## src/rtl/phy_evt_pkg.sv

```systemverilog
package phy_evt_pkg;

  localparam int unsigned EVT_W  = 16;
  localparam int unsigned ADDR_W = 5;

  // event bit positions
  localparam int unsigned EV_LINK_STATE = 0;
  localparam int unsigned EV_LINK_SPEED = 1;
  localparam int unsigned EV_DUPLEX     = 2;
  localparam int unsigned EV_MDIX       = 3;
  localparam int unsigned EV_DOWNSPEED  = 5;
  localparam int unsigned EV_ANEG_DONE  = 10;
  localparam int unsigned EV_ANEG_ERR   = 11;
  localparam int unsigned EV_WAKE       = 15;

  // map of implemented positions: 0-3, 5, 10-15
  localparam logic [EVT_W-1:0] IMPL_MAP = 16'hFC2F;

  typedef enum logic [1:0] {
    ACC_NONE   = 2'd0,
    ACC_MASK   = 2'd1,
    ACC_STATUS = 2'd2,
    ACC_OTHER  = 2'd3
  } acc_sel_e;

  function automatic acc_sel_e decode_addr(input logic [ADDR_W-1:0] addr,
                                           input logic [ADDR_W-1:0] mask_addr,
                                           input logic              active);
    if (!active)                  return ACC_NONE;
    if (addr == mask_addr)        return ACC_MASK;
    if (addr == mask_addr + 1'b1) return ACC_STATUS;
    return ACC_OTHER;
  endfunction

  function automatic logic [EVT_W-1:0] next_pending(input logic [EVT_W-1:0] cur,
                                                    input logic [EVT_W-1:0] strobes,
                                                    input logic             clr,
                                                    input logic [EVT_W-1:0] impl);
    logic [EVT_W-1:0] kept;
    kept = clr ? '0 : cur;
    return (kept | strobes) & impl;
  endfunction

endpackage

```

## src/rtl/evt_status_reg.sv

```systemverilog
module evt_status_reg
  import phy_evt_pkg::*;
#(
  parameter int unsigned          W    = EVT_W,
  parameter logic [EVT_W-1:0]     IMPL = IMPL_MAP
) (
  input  logic         clk,
  input  logic         rst,
  input  logic [W-1:0] evt_i,
  input  logic         clr_i,
  output logic [W-1:0] status_o
);

  logic [W-1:0] nxt;
  assign nxt = next_pending(status_o, evt_i, clr_i, IMPL[W-1:0]);

  for (genvar b = 0; b < W; b++) begin : g_bit
    if (IMPL[b]) begin : g_impl
      always_ff @(posedge clk) begin
        if (rst) status_o[b] <= 1'b0;
        else     status_o[b] <= nxt[b];
      end
    end else begin : g_rsvd
      assign status_o[b] = 1'b0;
    end
  end

  logic [W-1:0] evt_impl;
  assign evt_impl = evt_i & IMPL[W-1:0];

  AST_EVT_LATCH: assert property (@(posedge clk) disable iff (rst)
    (evt_impl != '0) |=> ((status_o & $past(evt_impl)) == $past(evt_impl)))
    else $error("event strobe not latched");

  AST_STICKY: assert property (@(posedge clk) disable iff (rst)
    !clr_i |=> ((status_o & $past(status_o)) == $past(status_o)))
    else $error("pending bit dropped without read");

  AST_CLR_ON_READ: assert property (@(posedge clk) disable iff (rst)
    (clr_i && evt_i == '0) |=> (status_o == '0))
    else $error("pending bits survive a read");

  AST_KEEP_ON_READ: assert property (@(posedge clk) disable iff (rst)
    (clr_i && evt_impl != '0) |=> (status_o == $past(evt_impl)))
    else $error("same-cycle strobe lost to clear");

  AST_RSVD_ZERO: assert property (@(posedge clk)
    (status_o & ~IMPL[W-1:0]) == '0)
    else $error("reserved pending bit set");

endmodule

```

## src/rtl/mask_reg.sv

```systemverilog
module mask_reg
  import phy_evt_pkg::*;
#(
  parameter int unsigned W = EVT_W
) (
  input  logic         clk,
  input  logic         rst,
  input  logic         we_i,
  input  logic [W-1:0] wdata_i,
  output logic [W-1:0] mask_o
);

  always_ff @(posedge clk) begin
    if (rst)       mask_o <= '0;
    else if (we_i) mask_o <= wdata_i;
  end

  AST_MASK_HOLD: assert property (@(posedge clk) disable iff (rst)
    !we_i |=> $stable(mask_o))
    else $error("mask changed without write");

  AST_MASK_LOAD: assert property (@(posedge clk) disable iff (rst)
    we_i |=> (mask_o == $past(wdata_i)))
    else $error("mask write not taken");

endmodule

```

## src/rtl/reg_decode.sv

```systemverilog
module reg_decode
  import phy_evt_pkg::*;
#(
  parameter int unsigned          W         = EVT_W,
  parameter int unsigned          AW        = ADDR_W,
  parameter logic [AW-1:0]        MASK_ADDR = 5'h19
) (
  input  logic          clk,
  input  logic          rst,
  input  logic [AW-1:0] addr_i,
  input  logic          wr_i,
  input  logic          rd_i,
  input  logic [W-1:0]  mask_i,
  input  logic [W-1:0]  status_i,
  output logic          mask_we_o,
  output logic          status_clr_o,
  output logic [W-1:0]  rdata_o
);

  acc_sel_e wr_sel, rd_sel;
  assign wr_sel = decode_addr(addr_i, MASK_ADDR, wr_i);
  assign rd_sel = decode_addr(addr_i, MASK_ADDR, rd_i);

  assign mask_we_o    = (wr_sel == ACC_MASK);
  assign status_clr_o = (rd_sel == ACC_STATUS);

  always_comb begin
    unique case (rd_sel)
      ACC_MASK:   rdata_o = mask_i;
      ACC_STATUS: rdata_o = status_i;
      default:    rdata_o = '0;
    endcase
  end

  AST_ONE_ACCESS: assert property (@(posedge clk) disable iff (rst)
    !(wr_i && rd_i))
    else $error("write and read in one cycle");

  AST_CLR_ONLY_READ: assert property (@(posedge clk) disable iff (rst)
    status_clr_o |-> (rd_i && !wr_i))
    else $error("clear without status read");

endmodule

```

## src/rtl/irq_combine.sv

```systemverilog
module irq_combine
  import phy_evt_pkg::*;
#(
  parameter int unsigned W = EVT_W
) (
  input  logic [W-1:0] status_i,
  input  logic [W-1:0] mask_i,
  output logic         irq_o
);

  logic [W-1:0] hit;
  for (genvar b = 0; b < W; b++) begin : g_hit
    assign hit[b] = status_i[b] & mask_i[b];
  end

  assign irq_o = |hit;

endmodule

```

## src/rtl/phy_evt_irq_unit.sv

```systemverilog
module phy_evt_irq_unit
  import phy_evt_pkg::*;
#(
  parameter int unsigned          W         = EVT_W,
  parameter int unsigned          AW        = ADDR_W,
  parameter logic [AW-1:0]        MASK_ADDR = 5'h19
) (
  input  logic          clk,
  input  logic          rst,
  input  logic [W-1:0]  evt_strobe,
  input  logic [AW-1:0] mgmt_addr,
  input  logic          mgmt_wr,
  input  logic          mgmt_rd,
  input  logic [W-1:0]  mgmt_wdata,
  output logic [W-1:0]  mgmt_rdata,
  output logic          irq_req
);

  logic [W-1:0] status_q;
  logic [W-1:0] mask_q;
  logic         mask_we;
  logic         status_clr;

  reg_decode #(.W(W), .AW(AW), .MASK_ADDR(MASK_ADDR)) u_dec (
    .clk          (clk),
    .rst          (rst),
    .addr_i       (mgmt_addr),
    .wr_i         (mgmt_wr),
    .rd_i         (mgmt_rd),
    .mask_i       (mask_q),
    .status_i     (status_q),
    .mask_we_o    (mask_we),
    .status_clr_o (status_clr),
    .rdata_o      (mgmt_rdata)
  );

  mask_reg #(.W(W)) u_mask (
    .clk     (clk),
    .rst     (rst),
    .we_i    (mask_we),
    .wdata_i (mgmt_wdata),
    .mask_o  (mask_q)
  );

  evt_status_reg #(.W(W), .IMPL(IMPL_MAP)) u_stat (
    .clk      (clk),
    .rst      (rst),
    .evt_i    (evt_strobe),
    .clr_i    (status_clr),
    .status_o (status_q)
  );

  irq_combine #(.W(W)) u_irq (
    .status_i (status_q),
    .mask_i   (mask_q),
    .irq_o    (irq_req)
  );

  AST_RESET_CLEAR: assert property (@(posedge clk)
    rst |=> (status_q == '0 && mask_q == '0 && !irq_req))
    else $error("reset did not clear state");

  AST_MASK_ZERO_QUIET: assert property (@(posedge clk) disable iff (rst)
    (mask_q == '0) |-> !irq_req)
    else $error("irq with empty mask");

  AST_IRQ_NEEDS_PENDING: assert property (@(posedge clk) disable iff (rst)
    irq_req |-> (status_q != '0))
    else $error("irq without pending event");

endmodule

```

## config.mk

```make
export PLATFORM = sky130hd
export DESIGN_NAME = phy_evt_irq_unit
export DESIGN_NICKNAME = d
export VERILOG_FILES = /design/src/rtl/phy_evt_pkg.sv /design/src/rtl/evt_status_reg.sv /design/src/rtl/mask_reg.sv /design/src/rtl/reg_decode.sv /design/src/rtl/irq_combine.sv /design/src/rtl/phy_evt_irq_unit.sv
export SDC_FILE = /design/constraint.sdc
export NUM_CORES = 1
export LEC_CHECK = 0
export CAP_MARGIN = 30
export CORE_MARGIN = 5
export CORE_UTILIZATION = 44
export CTS_CLUSTER_DIAMETER = 100
export DETAILED_ROUTE_END_ITERATION = 6
export GPL_TIMING_DRIVEN = 0
export PLACE_DENSITY = 0.76
export SLEW_MARGIN = 20
export SYNTH_ARGS = -nofsm -noshare
export SYNTH_HDL_FRONTEND = slang
export SYNTH_HIERARCHICAL = 1
export SYNTH_SLANG_ARGS = --single-unit
```

## constraint.sdc

```tcl
create_clock -name clk -period 1.6 [get_ports clk]
set_clock_uncertainty 0.05 [all_clocks]
set_input_delay 0.32 -clock clk [delete_from_list [all_inputs] [get_ports clk]]
set_output_delay 0.32 -clock clk [all_outputs]
set_load 0.03 [all_outputs]
```

Word-level counts from Yosys, hierarchy flattened
Cells that the tools add are included.
Widths: inputs -> output; s select.

cells by class
  multiplexer cells = 22
  reductions and logical operators = 1
  eq/ne operators = 5
  bitwise operators = 12

operators by type and width
  operator            number
  $pmux 16 s2         1
  $mux 2              12
  $mux 16             1
  $or 16x16->16       1
  $and 1x1->1         11
  $reduce_or 11->1    1
  $eq 5x5->1 const B  2
  $mux 1              8
  $eq 2x1->1 const B  2
  $eq 2x2->1 const B  1

word-level totals
  output and inout port bits = 17
  register bits = 27
  logic and storage cells = 52

Logic depth before layout (Yosys ltp)
  depth after elaboration = 11
  mapped depth = 7
  mapped depth without buffers = 4

Modules after synthesis
Netlist, hierarchy kept.

by module, submodules not included
  module          seq. area each (µm²)  cells each  area each (µm²)  instances
  mask_reg        320.3                 52          580.6            1
  reg_decode      0.0                   60          460.4            1
  evt_status_reg  220.2                 52          454.2            1
  irq_combine     0.0                   9           101.3            1

Worst setup path before layout
OpenSTA, ideal clock, no wires.

  kind = input port to output port
  from = input mgmt_addr[0]
  to = output mgmt_rdata[13]
  stages on the path = 3
  path buffers = 1
  data arrival time = 1118 ps
  data required time = 1230 ps
  path slack = 112 ps
  path through = clkbuf_1 -> nand3b_1 -> a21oi_1

between the ends
  word-level cells in the longest chain between the ends = 9

RTL lines
  what                                             RTL line                text
  start, declared                                  phy_evt_irq_unit.sv:11  input logic [AW-1:0] mgmt_addr,
  $eq 5x5->1                                       phy_evt_pkg.sv:31       if (addr == mask_addr + 1'b1) return ACC_STATUS;
  $mux 1 (2 in a row)                              phy_evt_pkg.sv:31
  $mux 1                                           phy_evt_pkg.sv:30       if (addr == mask_addr) return ACC_MASK;
  $mux 2                                           phy_evt_pkg.sv:32       return ACC_OTHER;
  $mux 2 *                                         phy_evt_pkg.sv:31
  $mux 2 *                                         phy_evt_pkg.sv:30
  $eq 2x2->1 / $eq 2x1->1 (equally long branches)  reg_decode.sv:28        unique case (rd_sel)
  $pmux 16 s2 *                                    reg_decode.sv:28
  end, declared                                    phy_evt_irq_unit.sv:15  output logic [W-1:0] mgmt_rdata,

Mark *: on every way between the ends. The rest lies on a longest branch, timed or not. The select of a mux whose other input is x is not followed.

Worst setup path in the final report
  from = register u_stat.status_o[13]
  to = output irq_req

between the ends
  word-level cells in the longest chain between the ends = 2

RTL lines
  what                             RTL line                text
  start, declared                  evt_status_reg.sv:11    output logic [W-1:0] status_o
  start signal, assigned by index  evt_status_reg.sv:21    else status_o[b] <= nxt[b];
  $and 1x1->1                      irq_combine.sv:13       assign hit[b] = status_i[b] & mask_i[b];
  $reduce_or 11->1                 irq_combine.sv:16       assign irq_o = |hit;
  end, declared                    phy_evt_irq_unit.sv:16  output logic irq_req

No other way between the ends.

==> flow_summary_export.csv <==
group,metric,value,unit
run_status,status,"finished with violations",
run_status,violations,"setup timing",
global_route,grt_pass1_wl,7.50,mm
sta,worst_slack,-0.241,ns
synth,yosys-top-cells-count,"33 x nand3b_1, 27 x dfxtp_1, 16 x a21oi_1, 16 x mux2i_1, 16 x nor2_1",
global_route,overflow,0,
min_path,worstHoldPathCells,2,
sta,slew_viol_final,0,
global_route,grt.total_usage,18.4,%
floorplan,start_util,46.7,%
detailed_routing,drt_iter0_markers,90,
synth,synth_area_leaders,"dfxtp_1 34%, nand3b_1 16%, mux2i_1 10%",
setup_path,reg2regPathDepth,3,
sta,tns,-0.387,ns
setup_path,cp.required,1.23,ns
floorplan,fp.dieH,70.2,microns
clock_tree,cts_buffers,3,
synth,ys_types,23,
setup_path,critPathKind,"reg -> out",
pwr,p_leak,0.890,nW
synth,yosysMostFrequentCell,"nand3b_1",
clock_tree,cts.reportedPaths.clkPinSlew,0.15,ns
detailed_routing,wl_per_cell,15.9,microns
pwr,powerDensity,542,nW/um^2
setup_path,worst_setup_path_end_kind,"output port",
placement,port_buffers,52,
detailed_routing,num_vias,1498,
clock_tree,ctsHoldBuffers,0,
synth,postSynthAreaPerCell,9.23,sq um
clock_tree,clockBufferDepth,2,
pwr,sw_frac_of_total,26.2,%
sta,finalCritPeriodShare,115,%
clock_tree,clk_latency,0.32,ns
pwr,p_clk_share,23.3,%
pwr,power.internal,946,uW
floorplan,core.rowCount,21,
detailed_routing,vias_per_cell,5.24,
pwr,p_sw,336,uW
sta,finalHoldViolCount,0,
sta,hold_ws,0.459,ns
synth,synth_seq_cells,27,
global_route,grt_max_degree,17,
synth,syn_area,1600,sq um
setup_path,reg2reg_setup_slack,0.84,ns
cells_and_area,antenna_cells,0,
synth,synth_ff_type,"dfxtp_1",
pwr,combPwrFrac,20.6,%
placement,gp_congestion,0.852,
min_path,whs_endpoint,"u_stat/status_o[2]",
placement,hpwl,3.36,mm
floorplan,dieWidth,70.2,microns
global_route,grt_pass1_vias,1606,
cells_and_area,syn2layout_area_growth,48.3,%
min_path,hold_path_class,"reg -> reg",
clock_tree,cts_tree,"yes",
detailed_routing,routed_wl,4.54,mm
run,cap_viol_max_count,0,
setup_path,timing.rr.start,"u_stat/status_o[5]",
detailed_routing,drt_first_pass_iters,4,
cells_and_area,layout-drive-gt1-share,34.6,%
synth,yosysWarnings,6,
cells_and_area,nets,282,
clock_tree,cts.sinks,27,
min_path,min_from,"u_stat/status_o[2]",
synth,synth_top_area_share,33.9,%
synth,netlist_instances,173,
setup_path,r2r_end,"u_stat/status_o[5]",
floorplan,dieArea,4930,sq um
floorplan,ioPinCount,58,
synth,synth_top_cell_by_area,"dfxtp_1",
clock_tree,cts-root-buf,"clkbuf_4",
sta,grt_setup_unrepaired,"yes",
floorplan,core_region_area,3420,sq um
synth,synth.yosys.seq_area_share,33.9,%
synth,async_reset_ff_share,0,%
setup_path,cp_max_fo,3,
pwr,seqPwrFrac,56.1,%
sta,setup_viol,6,
sta,max_freq,543,MHz
sta,period_needed,1.84,ns
setup_path,cp-start-kind,"flip-flop",
detailed_routing,drc_errors,0,
pwr,irDropWorstVdd,0.469,mV
clock_tree,htree_num_levels,1,
global_route,grt_antenna_before_repair,0,
detailed_routing,postRouteAntennaNets,0,
synth,synth_edf_count,0,
setup_path,crit_arrival,1.47,ns
## worst max-delay path by stage
stage	startpoint	endpoint	slack (ns)
finish	u_stat/status_o[13]	irq_req	-0.24
global route	u_stat/status_o[5]	irq_req	-0.31
CTS	u_stat/status_o[5]	irq_req	-0.24
detailed placement	mgmt_addr[0]	mgmt_rdata[3]	-0.94
global placement	mgmt_addr[0]	mgmt_rdata[13]	-0.91
floorplan	mgmt_addr[0]	mgmt_rdata[13]	0.11
## critical path, stage by stage (launching register included)
cell      delay [ns]
dfxtp_2         0.36
a22o_1          0.22
a221oi_2        0.21
nand4_1         0.17
buf_6           0.18
## timing repair
item | 4_1_cts | 5_1_grt
resized for setup | 148 | 22
cloned | 2 | 0
setup endpoints to repair | 41 | 14
buffers inserted | 4 | 1
pin swaps | 4 | 1
## cells by family after synthesis
| kind of cell | after synthesis | synth area share, % |
|---|---|---|
| and+or+nand+nor | 65 | 27.0 |
| AOI/OAI and AO/OA | 35 | 17.0 |
| other | 1 | 0.235 |
| buffers and inverters | 29 | 11.9 |
| muxes | 16 | 10.0 |
| DFF | 27 | 33.9 |
## power by group through the flow
stage	clock network (mW)	registers, mW	logic [mW]
floorplan	0	0.726	0.117
global route	0.340	0.724	0.283
CTS	0.309	0.719	0.255
finish	0.299	0.720	0.264
detailed placement	0	0.734	0.237
global placement	0	0.733	0.230
## state kept, by name, indices dropped and copies added, names as in the netlist
register         count
u_mask/mask_o       16
u_stat/status_o     11
## layout by cell type, fill, tap and decap left out, types with 5 or more instances in the layout
master / instances
clkdlybuf4s50_1: 29
buf_6: 14
nor2_1: 16
buf_2: 7
a21oi_1: 14
dfxtp_2: 12
buf_4: 19
a21oi_4: 6
clkbuf_4: 5
conb_1: 5
nand2b_1: 10
nand3b_1: 33
mux2i_1: 16
a21oi_2: 7
inv_1: 11
dfxtp_1: 14
## area by class of cell
cell class                      instances  area [sq um]
Sequential cell                        27           559
Tap cell                               46          57.6
Clock inverter                          1          7.51
Clock buffer                            3          22.5
Fill cell                             280          1050
Buffer                                 18           173
Inverter                               11          41.3
Timing Repair Buffer                   59           573
Multi-Input combinational cell        121           933
## through the flow
step | total power, mW | setup WS (ns) | std cells | cell area, sq um | util (%)
floorplan | 0.843 | 0.112 | 177 | 1610 | -
global placement | 0.963 | -0.914 | 275 | 2190 | 64.1
detailed placement | 0.971 | -0.937 | 275 | 2190 | 64.1
CTS | 1.28 | -0.235 | 285 | 2330 | 68.1
global route | 1.35 | -0.312 | 286 | 2370 | 69.3
finish | 1.28 | -0.241 | 286 | 2370 | 69.3
## per-layer routing
layer	track usage, %	vias up	routed length, microns
met4	6.17	0	39
met3	3.30	6	267
met1	22.3	703	1920
li1	-	724	-
met2	32.2	65	2310
met5	0	-	0
Note: power is estimated with default switching activity, not from simulation.
